**src/rtl/dram_ctrl.sv**
```systemverilog
module dram_ctrl #(
  parameter int ROW_BITS     = 4,
  parameter int COL_BITS     = 4,
  parameter int DATA_BITS    = 8,
  parameter int T_RC         = 2,
  parameter int T_CD         = 2,
  parameter int T_PRE        = 2,
  parameter int REF_INTERVAL = 64
) (
  input  logic                              clk,
  input  logic                              rst_n,
  input  logic                              req_valid,
  input  logic                              req_write,
  input  logic [ROW_BITS+COL_BITS-1:0]      req_addr,
  input  logic [DATA_BITS-1:0]              req_wdata,
  output logic                              req_ready,
  output logic                              rd_valid,
  output logic [DATA_BITS-1:0]              rd_data,
  output logic [1:0]                        status,
  output logic [((ROW_BITS>COL_BITS)?ROW_BITS:COL_BITS)-1:0] dram_addr,
  output logic                              ras_n,
  output logic                              cas_n,
  output logic                              we_n,
  output logic [DATA_BITS-1:0]              dq_out,
  output logic                              dq_oe,
  input  logic [DATA_BITS-1:0]              dq_in
);
  localparam int ADDR_BITS = ROW_BITS + COL_BITS;
  localparam int BUS_BITS  = (ROW_BITS > COL_BITS) ? ROW_BITS : COL_BITS;
  localparam int STEP_BITS = $clog2(T_RC + T_CD + T_PRE + 1);
  localparam int TMR_BITS  = $clog2(REF_INTERVAL + 1);

  typedef enum logic [2:0] {S_IDLE, S_ROW, S_COL, S_PRE, S_REF} state_t;

  state_t                 state;
  logic [STEP_BITS-1:0]   step;
  logic [TMR_BITS-1:0]    timer;
  logic                   pend, in_ref, is_wr;
  logic [ROW_BITS-1:0]    row_q, ref_row;
  logic [COL_BITS-1:0]    col_q;
  logic [DATA_BITS-1:0]   wdata_q;
  int                     lim;
  logic                   done, tick;

  always_comb begin
    case (state)
      S_ROW, S_REF: lim = T_RC;
      S_COL:        lim = T_CD;
      S_PRE:        lim = T_PRE;
      default:      lim = 1;
    endcase
  end

  assign done = (step == STEP_BITS'(lim - 1));
  assign tick = (timer == TMR_BITS'(REF_INTERVAL - 1));

  always_ff @(posedge clk) begin
    if (!rst_n) begin
      state    <= S_IDLE;
      step     <= '0;
      timer    <= '0;
      pend     <= 1'b0;
      in_ref   <= 1'b0;
      is_wr    <= 1'b0;
      row_q    <= '0;
      col_q    <= '0;
      wdata_q  <= '0;
      ref_row  <= '0;
      rd_valid <= 1'b0;
      rd_data  <= '0;
    end else begin
      rd_valid <= 1'b0;
      timer    <= tick ? '0 : timer + 1'b1;
      if (tick)
        pend <= 1'b1;
      else if (state == S_IDLE && pend)
        pend <= 1'b0;
      case (state)
        S_IDLE: begin
          step <= '0;
          if (pend) begin
            state  <= S_REF;
            in_ref <= 1'b1;
          end else if (req_valid) begin
            state   <= S_ROW;
            in_ref  <= 1'b0;
            is_wr   <= req_write;
            row_q   <= req_addr[ADDR_BITS-1:COL_BITS];
            col_q   <= req_addr[COL_BITS-1:0];
            wdata_q <= req_wdata;
          end
        end
        S_ROW: begin
          step <= done ? '0 : step + 1'b1;
          if (done) state <= S_COL;
        end
        S_COL: begin
          step <= done ? '0 : step + 1'b1;
          if (done) begin
            state <= S_PRE;
            if (!is_wr) begin
              rd_valid <= 1'b1;
              rd_data  <= dq_in;
            end
          end
        end
        S_REF: begin
          step <= done ? '0 : step + 1'b1;
          if (done) begin
            state   <= S_PRE;
            ref_row <= ref_row + 1'b1;
          end
        end
        S_PRE: begin
          step <= done ? '0 : step + 1'b1;
          if (done) state <= S_IDLE;
        end
        default: state <= S_IDLE;
      endcase
    end
  end

  assign req_ready = (state == S_IDLE) && !pend;
  assign ras_n     = !(state == S_ROW || state == S_COL || state == S_REF);
  assign cas_n     = (state != S_COL);
  assign we_n      = !(state == S_COL && is_wr);
  assign dq_oe     = (state == S_COL) && is_wr;
  assign dq_out    = wdata_q;
  assign status    = (state == S_IDLE) ? 2'b00 : (in_ref ? 2'b10 : 2'b01);
  assign dram_addr = (state == S_COL) ? BUS_BITS'(col_q)
                   : (state == S_REF) ? BUS_BITS'(ref_row)
                   : BUS_BITS'(row_q);
endmodule

```
**config.mk**
```make
export PLATFORM = sky130hd
export DESIGN_NAME = dram_ctrl
export DESIGN_NICKNAME = d
export VERILOG_FILES = /design/src/rtl/dram_ctrl.sv
export SDC_FILE = /design/constraint.sdc
export NUM_CORES = 1
export LEC_CHECK = 0
export BUFFER_PORTS_ARGS = -buffer_cell sky130_fd_sc_hd__buf_2
export CORE_AREA = 2 2 78 117
export DETAILED_ROUTE_END_ITERATION = 12
export DIE_AREA = 0 0 80 119
export PLACE_DENSITY = 0.52
export SYNTH_ARGS = -nofsm -noshare
export SYNTH_HDL_FRONTEND = slang
export SYNTH_SLANG_ARGS = --single-unit
export TNS_END_PERCENT = 100
```
**constraint.sdc**
```tcl
create_clock -name clk -period 2.2 [get_ports clk]
set_clock_uncertainty 0.15 [all_clocks]
set_input_delay 0.44 -clock clk [delete_from_list [all_inputs] [get_ports clk]]
set_output_delay 0.44 -clock clk [all_outputs]
set_load 0.01 [all_outputs]
```
Yosys cells after proc, flatten, opt, wreduce, memory -nomap -nowiden:

Index checks and enable logic that the tools add are counted.

* memories: 0
* flip-flop bits (word level): 45
* output and inout port bits: 28
* memory bits (writable): 0
* bits in latches: 0
* ROM bits: 0
* input bits: 28

* bitwise gates (word level): 3
* multiplexer cells: 18
* add/subtract/negate cells: 4
* equality and inequality tests: 11
* div/mod/pow operators: 0
* shift-type cells: 0
* magnitude comparators: 0
* multiply operators: 0
* reduce and logical (&&, ||, !) cells: 21

Operator list (number)
* 3-bit two-way mux: 6
* 3-bit one-hot mux with 4 select lines: 1
* 3-bit AND reduction: 3
* 4-bit two-way mux: 2
* 7-bit by 1-bit adder with 7-bit output (second input constant): 1
* 7-bit by 6-bit == test with 1-bit output (second input constant): 1
* 3-bit by 2-bit == test with 1-bit output (second input constant): 2
* 2-bit two-way mux: 3
* 3-bit one-hot mux with 2 select lines: 1
* 2-bit nonzero test: 3
* 1-bit two-way mux: 5
* 4-bit by 1-bit adder with 4-bit output (second input constant): 1
* 2-bit inequality test (second input constant): 2
* 2-bit AND reduction: 2
* 4-bit AND reduction: 1
* 2-bit OR reduction: 2
* 4-bit OR reduction: 1
* 3-bit by 1-bit adder with 3-bit output (second input constant): 1
* 3-bit by 1-bit == test with 1-bit output (second input constant): 1
* 3-bit == test: 1
* 3-bit == test (second input constant): 1
* 1-bit logical AND: 3
* 1-bit zero test: 3
* 3-bit zero test: 1
* other kinds (6): 9

Longest topological paths before layout:

* depth in word-level cells: 7
* gate-level depth with buffers: 6
* gate-level depth less buffers: 4

Worst setup path before layout:

Ideal clock, no wire load.

* kind: flip-flop to output port
* start: register state[2]
* end: output dram_addr[0] (netlist name)
* data arrival time: 1.264 ns
* path buffers: 2
* cell stages (with the launch flop): 5
* data required time: 1.610 ns
* setup slack: 0.346 ns
* path through: dfxtp_1 > clkbuf_1 > clkbuf_1 > o221ai_1 > a21oi_1

* longest elaborated chain between the ends: 3
* elaborated cells on any way between the ends: 4
* classes of those cells: eq/ne: 2; mux: 2

Ends and longest elaborated chain
* from (decl): line 35 `state_t state;`
* from (signal assigned): line 59 `state <= S_IDLE;`
* from (signal assigned): line 82 `state <= S_REF;`
* from (signal assigned): line 85 `state <= S_ROW;`
* 3-bit == test: line 131 `: (state == S_REF) ? BUS_BITS'(ref_row)`
* 4-bit two-way mux: line 131
* 4-bit two-way mux *: line 130 `assign dram_addr = (state == S_COL) ? BUS_BITS'(col_q)`
* to (decl): line 20 `output logic [((ROW_BITS>COL_BITS)?ROW_BITS:COL_BITS)-1:0] dram_addr,`

Mark *: on every way between the ends. The rest lies on a longest branch, timed or not.

Worst setup path after layout:

* start: register state[2]
* end: output req_ready

* longest elaborated chain between the ends: 2

Ends and longest elaborated chain
* 3-bit zero test: line 123 `assign req_ready = (state == S_IDLE) && !pend;`
* 1-bit logical AND: line 123
* to (decl): line 16 `output logic req_ready,`

Every way passes these cells.

==> impl_metrics.env <==
export IMPL_status="finished clean"
export IMPL_final_area_mm2=0.002603
export IMPL_ys_types=42
export IMPL_layout_common_cells="55 x buf_2, 43 x dfxtp_1, 31 x a21oi_1"
export IMPL_avgSynthCellArea_um2=8.284
export IMPL_layout_commonest_cell="buf_2"
export IMPL_clkSinkCount=45
export IMPL_reg2reg_depth=3
export IMPL_core_mm2=0.008618
export IMPL_grt_max_degree=23
export IMPL_hold_depth=3
export IMPL_drt_iter0_markers=93
export IMPL_report_final_slew_viol_count=0
export IMPL_hold_viol=0
export IMPL_yosysWarnings=0
export IMPL_period_share_pct=98.49
export IMPL_p_leak_uw=0.001039
export IMPL_rsz0062_at_grt="yes"
export IMPL_overflow=0
export IMPL_postCtsSetupBuffers=0
export IMPL_maxCapViolCount=0
export IMPL_drive_gt1_share_pct=26.00
export IMPL_dieArea_mm2=0.009520
export IMPL_dr_total_vias=1939
export IMPL_required_ns=1.61
export IMPL_hpwl_mm=3.924
export IMPL_hold_buffers=0
export IMPL_grt_usage_pct=11.78
export IMPL_power_uw=2249
export IMPL_placed_cell_area_mm2=0.002451
export IMPL_cts_root_buf="clkbuf_16"
export IMPL_dr_pass1_iters=4
export IMPL_crit_chain="or4_1, inv_2, buf_2"
export IMPL_port_buffers=55
export IMPL_max_slew_margin_pct=59.79
export IMPL_worst_ep_arrival_time_ns=1.58
export IMPL_fp_row_count=42
export IMPL_cts_buffers=5
export IMPL_final_util_pct=30.20
export IMPL_drt_drc_violations_left=0
export IMPL_fin_nets=330
export IMPL_vias_per_cell=4.729
export IMPL_syn2layout_area_growth_pct=26.68
export IMPL_fmax_mhz=461.5
export IMPL_diodes=0
export IMPL_critPathSlowestCell="or4_1"
export IMPL_path_depth=3
export IMPL_crit_buf_inv=2
export IMPL_slowest_delay_ns=0.66
export IMPL_gp_congestion=0.8407
export IMPL_hp_class="input port to register"
export IMPL_dieHeight_um=119
export IMPL_crit_fanout=13
export IMPL_routed_wl_mm=5.429
export IMPL_peakVddDrop_mv=0.5275
export IMPL_tightest_slew_ns=0.6025
export IMPL_period_needed_ns=2.167
export IMPL_cts_htree_levels=2
export IMPL_crit_family="simple AND/OR/NAND/NOR gates"
export IMPL_syn_area_mm2=0.002054
export IMPL_ys_seq_area_share_pct=43.85
export IMPL_cts_tree="done"
export IMPL_io_pins=56
export IMPL_setup_viol=0
export IMPL_clock_latency_ns=0.28
export IMPL_ys_seq_elements=45
export IMPL_grt_first_pass_wirelength_mm=8.783
export IMPL_antenna_found_initial=0
export IMPL_startpoint_type="register"
export IMPL_powerDensity_mw_per_mm2=864.3
export IMPL_dieWidth_um=80
export IMPL_drtAntennaViolNets=0
export IMPL_fin_hold_ws_ns=0.2453
export IMPL_wl_per_cell_um=13.24
export IMPL_cts_buffer_depth=2
export IMPL_end_kind="output pin"
export IMPL_clk_pin_slew_ns=0.06
export IMPL_syn_num_nets=279
export IMPL_syn_inst=248
export IMPL_worstSetupPathType="register to output pin"
export IMPL_grt_pass1_vias=1801
export IMPL_start_util_pct=23.84
where the power goes:
group	switching [uW]	internal (uW)	total, uW	leakage, uW
Combinational	328	229	556	0.000601
Sequential	77.5	875	953	0.000367
Clock	318	422	740	0.0000702
Total	723	1530	2250	0.00104
final cells by class:
class	count	area [um2]
fillers	966	6016
clock buffers	5	125.1
repair buffers	64	342.8
flip-flops and latches	45	903.4
well taps	110	137.6
inverters	7	26.28
multi-input cells	176	1046
clock inverters	3	21.27
final timing paths:
kind | start | endpoint | slack [ns]
hold / removal | dq_in[1] | rd_data[1] | 0.25
setup reg to reg | state[2] | ref_row[3] | 0.28
setup / recovery | state[2] | req_ready | 0.03
hold reg to reg | timer[0] | timer[0] | 0.30
state kept, by name, indices dropped and copies added, names as in the netlist, 3 cells and up:
register and cells:
step 3, rd_data 8, ref_row 4, timer 7, state 3, dq_out 8
col_q 4, row_q 4
through the flow:
step | worst slack (ns) | cells | setup TNS (ns)
global route | -0.01666 | 410 | -0.03239
floorplan | 0.3457 | 248 | 0
CTS | 0.02716 | 410 | 0
detailed placement | 0.1886 | 402 | 0
finish | 0.03325 | 410 | 0
global placement | 0.2071 | 402 | 0
cell families after synthesis:
| family | synth area share, % |
|---|---|
| buf+inv | 5.663 |
| simple gates | 21.26 |
| compound gates | 21.26 |
| mux | 4.385 |
| xor+xnor | 1.279 |
| fa+ha+maj | 2.314 |
| flops | 43.85 |
repair_timing:
item / 4_1_cts / 5_1_grt
cloned: 0 / 0
setup endpoints to repair: 6 / 7
gates resized for setup: 2 / 1
metal layers:
metal	vias to the layer above	routed length, um	GRT usage, %
li1	992	-	-
met1	877	2419	14.63
met2	60	2520	18.65
met3	10	284	2.652
met4	0	205	6.356
met5	-	0	0
worst register-to-register path, cell delays in order, from the launching register on:
cell and delay (ns):
dfxtp_1 0.55, or3b_1 0.48, or4_1 0.52, a21oi_1 0.15
synthesized netlist by cell type:
library cell	number	share of area, %
clkbuf_1	14	2.6
nand2b_1	2	0.61
o211a_1	1	0.49
nand2_1	21	3.8
and3_1	1	0.30
a2111oi_0	1	0.43
o21a_1	1	0.37
nor4_1	1	0.30
buf_6	1	0.55
and2_1	2	0.61
o221ai_1	8	3.4
mux2i_1	9	4.4
dfxtp_1	45	44
nor3_1	4	0.97
nor3b_1	2	0.73
nand4_1	1	0.30
buf_1	1	0.18
inv_2	1	0.18
o2111ai_1	1	0.43
a31oi_1	2	0.61
o21ai_0	25	6.1
ha_1	3	1.8
or3_1	5	1.5
nor2b_1	5	1.5
o31ai_1	3	1.1
or2_2	1	0.30
or4_1	3	1.1
or3b_1	2	0.85
buf_2	2	0.49
buf_4	1	0.37
xnor2_1	1	0.43
nor4bb_1	1	0.49
nand3_1	23	5.6
maj3_1	1	0.49
inv_1	6	1.1
xor2_1	2	0.85
a21oi_1	31	7.6
a41oi_1	1	0.43
a211oi_1	1	0.37
nor2_1	10	1.8
or2b_1	1	0.37
clkbuf_2	1	0.24
(Power assumes the default switching activity.)
